===== src/rtl/i2cm_pkg.sv =====
package i2cm_pkg;
  typedef enum logic [2:0] {
    ST_IDLE,
    ST_START,
    ST_BIT,
    ST_ACK,
    ST_WWAIT,
    ST_RWAIT,
    ST_STOP
  } ctl_state_e;

  localparam int BYTE_W = 8;
endpackage


===== src/rtl/i2cm_tick.sv =====
module i2cm_tick #(
  parameter int QTR_CLKS = 125
) (
  input  logic       clk,
  input  logic       rst_n,
  input  logic       run,
  input  logic       scl_high,
  output logic       tick,
  output logic [1:0] qtr
);
  localparam int CNT_W = (QTR_CLKS > 1) ? $clog2(QTR_CLKS) : 1;
  localparam logic [CNT_W-1:0] LAST = CNT_W'(QTR_CLKS - 1);

  logic [CNT_W-1:0] cnt;
  logic             stall;

  // quarter 2 is the released-SCL quarter: it only counts once the line reads high
  assign stall = (qtr == 2'd2) && !scl_high;
  assign tick  = run && !stall && (cnt == LAST);

  always_ff @(posedge clk or negedge rst_n) begin
    if (!rst_n) begin
      cnt <= '0;
      qtr <= 2'd0;
    end else if (!run) begin
      cnt <= '0;
    end else if (!stall) begin
      if (cnt == LAST) begin
        cnt <= '0;
        qtr <= qtr + 2'd1;
      end else begin
        cnt <= cnt + CNT_W'(1);
      end
    end
  end

  AST_STRETCH_WAIT: assert property (@(posedge clk) disable iff (!rst_n)
    run && qtr == 2'd2 && !scl_high |=> qtr == 2'd2 && $stable(cnt));
endmodule


===== src/rtl/i2cm_shreg.sv =====
module i2cm_shreg #(
  parameter int W = 8
) (
  input  logic         clk,
  input  logic         rst_n,
  input  logic         load,
  input  logic [W-1:0] din,
  input  logic         shift,
  input  logic         bit_in,
  output logic [W-1:0] q
);
  always_ff @(posedge clk or negedge rst_n) begin
    if (!rst_n)     q <= '1;
    else if (load)  q <= din;
    else if (shift) q <= {q[W-2:0], bit_in};
  end

  AST_LOAD_SHIFT_EXCL: assert property (@(posedge clk) disable iff (!rst_n)
    !(load && shift));
endmodule


===== src/rtl/i2cm_xfer.sv =====
module i2cm_xfer #(
  parameter int QTR_CLKS = 125,
  parameter int LEN_W    = 4,
  parameter int SYNC_N   = 2
) (
  input  logic             clk,
  input  logic             rst_n,
  input  logic             cmd_valid,
  output logic             cmd_ready,
  input  logic [6:0]       cmd_addr,
  input  logic             cmd_read,
  input  logic [LEN_W-1:0] cmd_len,
  input  logic             wr_valid,
  output logic             wr_ready,
  input  logic [7:0]       wr_data,
  output logic             rd_valid,
  input  logic             rd_ready,
  output logic [7:0]       rd_data,
  output logic             done,
  output logic             nack,
  output logic             scl_oe,
  input  logic             scl_in,
  output logic             sda_oe,
  input  logic             sda_in
);
  import i2cm_pkg::*;

  localparam int BIT_IW = $clog2(BYTE_W);
  localparam logic [BIT_IW-1:0] LAST_BIT = BIT_IW'(BYTE_W - 1);

  ctl_state_e        state;
  logic              scl_lo, sda_lo;
  logic [BIT_IW-1:0] bit_idx;
  logic              addr_ph, rd_mode, nack_r, done_r, nack_out;
  logic [LEN_W-1:0]  left;
  logic [SYNC_N-1:0] scl_sy, sda_sy;
  logic              scl_s, sda_s;
  logic              run, tick;
  logic [1:0]        qtr, qn;
  logic              more, ack_rd;
  logic              sh_load, sh_shift;
  logic [BYTE_W-1:0] sh_din, sh_q;

  // line synchronisers, idle-high
  always_ff @(posedge clk or negedge rst_n) begin
    if (!rst_n) begin
      scl_sy <= '1;
      sda_sy <= '1;
    end else begin
      scl_sy <= {scl_sy[SYNC_N-2:0], scl_in};
      sda_sy <= {sda_sy[SYNC_N-2:0], sda_in};
    end
  end
  assign scl_s = scl_sy[SYNC_N-1];
  assign sda_s = sda_sy[SYNC_N-1];

  assign run = (state == ST_START) || (state == ST_BIT) ||
               (state == ST_ACK)   || (state == ST_STOP);

  i2cm_tick #(.QTR_CLKS(QTR_CLKS)) u_tick (
    .clk(clk), .rst_n(rst_n), .run(run), .scl_high(scl_s),
    .tick(tick), .qtr(qtr)
  );

  assign qn     = qtr + 2'd1;
  assign ack_rd = rd_mode && !addr_ph;
  // another byte follows the current one
  assign more   = addr_ph ? (left != '0) : (left > LEN_W'(1));

  always_comb begin
    sh_load = 1'b0;
    sh_din  = '1;
    if (state == ST_IDLE && cmd_valid) begin
      sh_load = 1'b1;
      sh_din  = {cmd_addr, cmd_read};
    end else if (state == ST_WWAIT && wr_valid) begin
      sh_load = 1'b1;
      sh_din  = wr_data;
    end else if (state == ST_ACK && tick && qn == 2'd0 && !nack_r && more && rd_mode) begin
      sh_load = 1'b1;
      sh_din  = '1;
    end
  end
  assign sh_shift = tick && (state == ST_BIT) && (qn == 2'd3);

  i2cm_shreg #(.W(BYTE_W)) u_shreg (
    .clk(clk), .rst_n(rst_n), .load(sh_load), .din(sh_din),
    .shift(sh_shift), .bit_in(sda_s), .q(sh_q)
  );

  always_ff @(posedge clk or negedge rst_n) begin
    if (!rst_n) begin
      state    <= ST_IDLE;
      scl_lo   <= 1'b0;
      sda_lo   <= 1'b0;
      bit_idx  <= '0;
      addr_ph  <= 1'b0;
      rd_mode  <= 1'b0;
      left     <= '0;
      nack_r   <= 1'b0;
      done_r   <= 1'b0;
      nack_out <= 1'b0;
    end else begin
      done_r <= 1'b0;
      unique case (state)
        ST_IDLE: if (cmd_valid) begin
          rd_mode <= cmd_read;
          left    <= cmd_len;
          addr_ph <= 1'b1;
          nack_r  <= 1'b0;
          state   <= ST_START;
        end
        ST_START: if (tick) begin
          if (qn == 2'd2) sda_lo <= 1'b1;
          if (qn == 2'd3) scl_lo <= 1'b1;
          if (qn == 2'd0) begin
            state   <= ST_BIT;
            bit_idx <= '0;
          end
        end
        ST_BIT: if (tick) begin
          if (qn == 2'd1) sda_lo <= !sh_q[BYTE_W-1];
          if (qn == 2'd2) scl_lo <= 1'b0;
          if (qn == 2'd0) begin
            scl_lo <= 1'b1;
            if (bit_idx == LAST_BIT) state <= ack_rd ? ST_RWAIT : ST_ACK;
            else                     bit_idx <= bit_idx + BIT_IW'(1);
          end
        end
        ST_RWAIT: if (rd_ready) state <= ST_ACK;
        ST_ACK: if (tick) begin
          if (qn == 2'd1) sda_lo <= ack_rd && more;
          if (qn == 2'd2) scl_lo <= 1'b0;
          if (qn == 2'd3 && !ack_rd && sda_s) nack_r <= 1'b1;
          if (qn == 2'd0) begin
            scl_lo  <= 1'b1;
            sda_lo  <= 1'b0;
            addr_ph <= 1'b0;
            bit_idx <= '0;
            if (!addr_ph) left <= left - LEN_W'(1);
            if (nack_r || !more) state <= ST_STOP;
            else if (rd_mode)    state <= ST_BIT;
            else                 state <= ST_WWAIT;
          end
        end
        ST_WWAIT: if (wr_valid) state <= ST_BIT;
        ST_STOP: if (tick) begin
          if (qn == 2'd1) sda_lo <= 1'b1;
          if (qn == 2'd2) scl_lo <= 1'b0;
          if (qn == 2'd3) sda_lo <= 1'b0;
          if (qn == 2'd0) begin
            state    <= ST_IDLE;
            done_r   <= 1'b1;
            nack_out <= nack_r;
          end
        end
        default: state <= ST_IDLE;
      endcase
    end
  end

  assign cmd_ready = (state == ST_IDLE);
  assign wr_ready  = (state == ST_WWAIT);
  assign rd_valid  = (state == ST_RWAIT);
  assign rd_data   = sh_q;
  assign done      = done_r;
  assign nack      = nack_out;
  assign scl_oe    = scl_lo;
  assign sda_oe    = sda_lo;

  AST_SDA_QUIET_HIGH: assert property (@(posedge clk) disable iff (!rst_n)
    (state == ST_BIT || state == ST_ACK) && !scl_lo && $past(!scl_lo) |-> $stable(sda_lo));
  AST_WR_PARKED: assert property (@(posedge clk) disable iff (!rst_n)
    wr_ready |-> scl_oe);
  AST_RD_HOLD: assert property (@(posedge clk) disable iff (!rst_n)
    rd_valid && !rd_ready |=> rd_valid && $stable(rd_data) && scl_oe);
  AST_DONE_IDLE: assert property (@(posedge clk) disable iff (!rst_n)
    done |-> cmd_ready && !scl_oe && !sda_oe);
endmodule


===== config.mk =====
export PLATFORM = sky130hd
export DESIGN_NAME = i2cm_xfer
export DESIGN_NICKNAME = d
export VERILOG_FILES = /design/src/rtl/i2cm_pkg.sv /design/src/rtl/i2cm_tick.sv /design/src/rtl/i2cm_shreg.sv /design/src/rtl/i2cm_xfer.sv
export SDC_FILE = /design/constraint.sdc
export NUM_CORES = 1
export LEC_CHECK = 0
export ABC_AREA = 1
export BUFFER_PORTS_ARGS = -buffer_cell sky130_fd_sc_hd__buf_4
export CORE_MARGIN = 2
export CORE_UTILIZATION = 50
export DETAILED_ROUTE_END_ITERATION = 8
export PLACE_DENSITY = 0.83
export SLEW_MARGIN = 20
export SYNTH_ARGS = -nofsm -noshare
export SYNTH_HDL_FRONTEND = slang
export SYNTH_HIERARCHICAL = 1
export SYNTH_SLANG_ARGS = --single-unit

===== constraint.sdc =====
create_clock -name clk -period 1.9 [get_ports clk]
set_input_delay 0.38 -clock clk [delete_from_list [all_inputs] [get_ports clk]]
set_output_delay 0.38 -clock clk [all_outputs]
set_load 0.01 [all_outputs]

== Word-level counts from Yosys, hierarchy flattened ==
Index checks and enable logic that the tools add are counted.

* Register bits after elaboration: 38
* Input port bits: 27
* Logic and storage cells: 169
* Output and inout port bits: 15

* Bitwise gates (word level): 1
* Order comparisons: 1
* Multiplexer cells: 65
* Add/subtract/negate cells: 4
* Reductions and logical operators: 47
* Equal/unequal tests: 36

{| class="wikitable"
|+ Operators by type and width
! operator !! count
|-
| two-way mux 3 bit || 18
|-
| two-way mux 8 bit || 4
|-
| two-way mux 1 bit || 29
|-
| inequality test 2 x 1 -> 1 bit, second input constant || 13
|-
| two-way mux 7 bit || 3
|-
| one-hot mux 3 bit (7 select lines) || 1
|-
| inequality test 2 bit, second input constant || 9
|-
| logical AND 1 bit || 16
|-
| two-way mux 4 bit || 4
|-
| == test 3 bit, second input constant || 4
|-
| AND reduction 12 bit || 1
|-
| AND reduction 5 bit || 2
|-
| AND reduction 9 bit || 1
|-
| one-hot mux 4 bit (2 select lines) || 1
|-
| AND reduction 4 bit || 2
|-
| nonzero test 4 bit || 2
|-
| adder 7 x 1 -> 7 bit, second input constant || 1
|-
| == test 7 bit, second input constant || 1
|-
| zero test 1 bit || 7
|-
| == test 2 bit, second input constant || 3
|-
| == test 3 x 2 -> 1 bit, second input constant || 2
|-
| inequality test 3 x 1 -> 1 bit, second input constant || 2
|-
| one-hot mux 3 bit (2 select lines) || 1
|-
| AND reduction 3 bit || 2
|-
| 18 further kinds || 25
|}

== Depth between registers and ports, before layout ==
* Depth in word-level cells: 15
* Mapped depth: 15
* Mapped depth without buffers: 15

== Cells and area by module ==
Netlist, hierarchy kept.

{| class="wikitable"
|+ By module, submodules not included
! module !! instances !! area each (um^2) !! cells an instance !! sequential area each (um^2)
|-
| i2cm_xfer || 1 || 1,438.9 || 196 || 530.5
|-
| i2cm_tick || 1 || 513.0 || 63 || 225.2
|-
| i2cm_shreg || 1 || 384.1 || 44 || 210.2
|}

== Least setup slack after synthesis ==
OpenSTA, ideal clock, no wires.

* Kind: reg2reg
* Start point: register state[2]
* End point: register sda_lo (netlist: sda_oe)
* Cell stages (with the launch flop): 15
* Data required time: 1,784 ps
* Buffers on the path: 0
* Slack: 65 ps
* Arrival: 1,719 ps
* Setup time: 116 ps
* Period minus slack after synthesis: 1,835 ps
* Cells stage by stage: dfrtp_1 -> inv_2 -> nand2_1 -> nand2_2 -> nand2_1 -> inv_1 -> nand2_2 -> inv_1 -> inv_1 -> nor3_1 -> nand2_1 -> nand2_1 -> nand3_1 -> nand2_1 -> nand2_1

* Longest elaborated chain between the ends: 8
* Elaborated cells on any way between the ends: 20
* Those cells by class: eq/ne (12); mux (1); reduce/logical (7)

{| class="wikitable"
|+ RTL lines
! item !! line !! text
|-
| start, declared || i2cm_xfer.sv:31 || <nowiki>ctl_state_e state;</nowiki>
|-
| start signal, assigned || i2cm_xfer.sv:126 || <nowiki>if (bit_idx == LAST_BIT) state <= ack_rd ? ST_RWAIT : ST_ACK;</nowiki>
|-
| == test 3 x 1 -> 1 bit / == test 3 x 2 -> 1 bit (equally long branches) || i2cm_xfer.sv:57 || <nowiki>assign run = (state == ST_START) || (state == ST_BIT) ||</nowiki>
|-
| logical OR 1 bit (2 in series) || i2cm_xfer.sv:57 ||
|-
| logical OR 1 bit * || i2cm_xfer.sv:58 || <nowiki>(state == ST_ACK) || (state == ST_STOP);</nowiki>
|-
| named net run || i2cm_xfer.sv:38 || <nowiki>logic run, tick;</nowiki>
|-
| logical AND 1 bit * (2 in series) || i2cm_tick.sv:19 || <nowiki>assign tick = run && !stall && (cnt == LAST);</nowiki>
|-
| named net tick || i2cm_xfer.sv:38 ||
|-
| inequality test 2 bit (no source line) || n/a ||
|-
| AND reduction 9 bit (no source line) * || n/a ||
|-
| end signal, assigned || i2cm_xfer.sv:122 || <nowiki>if (qn == 2'd1) sda_lo <= !sh_q[BYTE_W-1];</nowiki>
|-
| end signal, assigned || i2cm_xfer.sv:132 || <nowiki>if (qn == 2'd1) sda_lo <= ack_rd && more;</nowiki>
|-
| end, declared || i2cm_xfer.sv:32 || <nowiki>logic scl_lo, sda_lo;</nowiki>
|}

The timed path passes the listed nets; every way through them passes the cells marked *.
A chain may end at the register's enable or synchronous reset.

== Worst setup path after layout ==
* Start point: register u_tick.cnt[0]
* End point: register u_shreg.q[0]

* Longest elaborated chain between the ends: 11
* Elaborated cells on any way between the ends: 14
* Those cells by class: eq/ne (1); mux (4); reduce/logical (9)

{| class="wikitable"
|+ RTL lines
! item !! line !! text
|-
| start, declared || i2cm_tick.sv:14 || <nowiki>logic [CNT_W-1:0] cnt;</nowiki>
|-
| start signal, assigned || i2cm_tick.sv:32 || <nowiki>cnt <= cnt + CNT_W'(1);</nowiki>
|-
| == test 7 bit * || i2cm_tick.sv:19 ||
|-
| logical AND 1 bit * || i2cm_tick.sv:19 ||
|-
| named net tick || i2cm_xfer.sv:38 ||
|-
| logical AND 1 bit * (5 in series) || i2cm_xfer.sv:79 || <nowiki>end else if (state == ST_ACK && tick && qn == 2'd0 && !nack_r && more && rd_mode) begin</nowiki>
|-
| two-way mux 1 bit * || i2cm_xfer.sv:79 ||
|-
| two-way mux 1 bit * || i2cm_xfer.sv:76 || <nowiki>end else if (state == ST_WWAIT && wr_valid) begin</nowiki>
|-
| two-way mux 1 bit * || i2cm_xfer.sv:73 || <nowiki>if (state == ST_IDLE && cmd_valid) begin</nowiki>
|-
| named net sh_load || i2cm_xfer.sv:41 || <nowiki>logic sh_load, sh_shift;</nowiki>
|-
| two-way mux 8 bit / nonzero test 2 bit (equally long branches) || n/a ||
|-
| end signal, assigned || i2cm_shreg.sv:14 || <nowiki>else if (load) q <= din;</nowiki>
|-
| end signal, assigned || i2cm_shreg.sv:15 || <nowiki>else if (shift) q <= {q[W-2:0], bit_in};</nowiki>
|-
| end, declared || i2cm_shreg.sv:10 || <nowiki>output logic [W-1:0] q</nowiki>
|}

Marked as above.

==> results.sh <==
export IMPL_initial_core_util_pct=52.9
export IMPL_post_dp_hpwl_um=3940
export IMPL_diodes=0
export IMPL_maxCapViolCount=0
export IMPL_finalSetupViolCount=0
export IMPL_drt_antenna_violating_nets=0
export IMPL_hold_viol=0
export IMPL_place_congestion=0.903
export IMPL_post_route_drc_count=0
export IMPL_grt_busiest_layer="met2"
export IMPL_yosysTopAreaCell="dfrtp_1"
export IMPL_synth_seq_area_share_pct=41.3
export IMPL_antenna_found_initial=0
export IMPL_ys_top_cells_by_area="dfrtp_1 28%, nand2_1 14%, dfstp_2 13%"
export IMPL_vias=2260
export IMPL_finalNonFillerCells=424
export IMPL_synth_top_area_share_pct=27.9
export IMPL_clkSinkCount=38
export IMPL_grt_overflow_total=0
export IMPL_synth_edf_count=0
export IMPL_ir_drop_mv=0.257
export IMPL_placementRows=24
export IMPL_synth_flop_cell="dfrtp_1"
export IMPL_area_growth_pct=28.2
export IMPL_avgSynthCellArea_um2=7.71
export IMPL_setup_ws_ns=0.0913
export IMPL_drt_first_pass_iters=4
export IMPL_p_leak_nw=1.47
export IMPL_outcome="complete, no violations"
export IMPL_first_iter_violations=172
export IMPL_drt_wl_total_um=5700
export IMPL_reg2reg_slack_ns=0.09
export IMPL_grt_usage_pct=23.0
export IMPL_synthCells=303
export IMPL_end_kind="flip-flop"
export IMPL_synth_nets=338
export IMPL_crit_arrival_ns=2.05
export IMPL_ys_async_sr_fraction_pct=100
export IMPL_worst_pin_slew_ns=0.477
export IMPL_path_class="reg2reg"
export IMPL_clk_path_buf_depth=2
export IMPL_htree_levels=2
export IMPL_min_path_type="in2async"
export IMPL_slew_viol_final=0
export IMPL_cp_required_ns=2.14
export IMPL_slew_headroom_pct=68.2
export IMPL_drive_above_1_share_pct=33.9
export IMPL_rsz0062_at_grt="true"
export IMPL_ys_ff_latch=38
export IMPL_path_clk_slew_ns=0.08
export IMPL_port_buffers=41
export IMPL_cts_tree="built"
export IMPL_core_um2=4410
export IMPL_fmax_mhz=553
export IMPL_place_ws_ns=-0.0283
export IMPL_fin_area_um2=3000
export IMPL_clock_latency_ns=0.30
export IMPL_nNetsFinal=406
export IMPL_p_total_mw=1.46
export IMPL_vias_per_cell=5.33
export IMPL_finish_utilization_pct=67.9
export IMPL_grt_pass1_vias=2202
export IMPL_die_area_um2=5230
export IMPL_mostFrequentLayoutCells="86 x nand2_1, 61 x buf_4, 34 x nand3_1"
export IMPL_final_common_cell="nand2_1"
export IMPL_p_per_area_nw_per_um2=487
export IMPL_synth_distinct_cells=32
export IMPL_cts_root_buf="clkbuf_8"
export IMPL_die_h_um=72.4
export IMPL_placed_cell_area_um2=2790
export IMPL_fin_crit_ns=1.81
export IMPL_fin_crit_sh_pct=95.2
export IMPL_routedWlPerCell_um=13.4
export IMPL_ys_warn_count=6
export IMPL_dp_cells=407
export IMPL_syn_area_um2=2340
export IMPL_numCtsBuffers=5
export IMPL_tns_ns=0
export IMPL_ios=42
export IMPL_start_kind="flip-flop"
export IMPL_die_x_um=72.4
export IMPL_ctsHoldBuffers=0
export IMPL_fin_skew_ns=0.00992
export IMPL_grt_max_degree=39
export IMPL_use_met2_pct=38.1
export IMPL_grt_pass1_wl_um=9400
export IMPL_globalRouteMet3Util_pct=4.31
export IMPL_holdWs_ns=0.0341
export IMPL_grtUsageMet1_pct=29.0
export IMPL_worstPathMaxFanout=6
-- layout make-up --
type	instances	area, µm²
Fill cell	359	1420
Clock buffer	7	86.3
Clock inverter	1	5.00
Multi-Input combinational cell	220	1210
Sequential cell	38	966
Inverter	42	168
Tap cell	52	65.1
Timing Repair Buffer	64	492
-- what timing repair did --
action                                 4_1_cts  5_1_grt
setup endpoints to repair                   10       20
resized for setup                            4       13
buffers inserted                             3        5
pin swaps                                    1        5
gates cloned                                 1        0
endpoints found under the hold margin        0        0
-- logic make-up after synthesis --
family	after synthesis	synth area share, %
adder cells (fa/ha/maj)	8	4.29
flip-flops	38	41.3
XOR/XNOR	5	1.88
AO/OA/AOI/OAI	40	10.1
AND/OR/NAND/NOR	167	34.3
buffers and inverters	45	8.09
-- flip-flops by register name, indices dropped and copies added (netlist names) --
register,flops
u_tick/qtr,2
done,1
nack_r,1
u_shreg/q,8
bit_idx,3
sda_sy,2
scl_oe,1
addr_ph,1
nack,1
rd_mode,1
u_tick/cnt,7
scl_sy,2
left,4
state,3
sda_oe,1
-- report_power, final --
part           internal, mW  total (mW)  switching, mW  leakage (nW)
Combinational        0.0363      0.0626         0.0263         0.975
Sequential            0.817       0.819        0.00159         0.449
Clock                 0.293       0.579          0.286        0.0482
-- worst paths after layout --
| kind | startpoint | end | depth (start not counted) |
|---|---|---|---|
| min in group clk | sda_in | sda_sy[0] | 1 |
| worst max register to register | u_tick/cnt[0] | u_shreg/q[0] | 12 |
| worst min-delay path | rst_n | state[1] | 1 |
| worst max-delay path | u_tick/cnt[0] | u_shreg/q[0] | 12 |
| max in group asynchronous | rst_n | u_shreg/q[7] | 1 |
| worst min register to register | scl_sy[0] | scl_sy[1] | 0 |
-- critical path, cell delays in order (launching register included) --
cell and delay, ns:
dfrtp_1 0.42, inv_2 0.08, ha_1 0.16, nand3_2 0.10
nor2_4 0.12, nand2_2 0.09, inv_4 0.09, nand3_1 0.09
o211ai_1 0.17, buf_4 0.20, buf_4 0.13, nand2_1 0.05
nand3_1 0.08
-- metal layers --
metal  vias to the layer above  part of all wire [%]
met1                      1063                    44
li1                       1116                     -
met4                         0                   2.1
met3                        13                   4.6
met2                        68                    49
met5                         -                     0
-- synth_stat cells (7+ instances only) --
cell type  count
dfrtp_1       26
dfstp_2       12
ha_1           8
inv_1         36
nand2_1       87
nand2_2        8
nand3_1       35
nor2_1        13
o21ai_0       14
o22ai_1        7
Power figures use the tool's default switching activity.
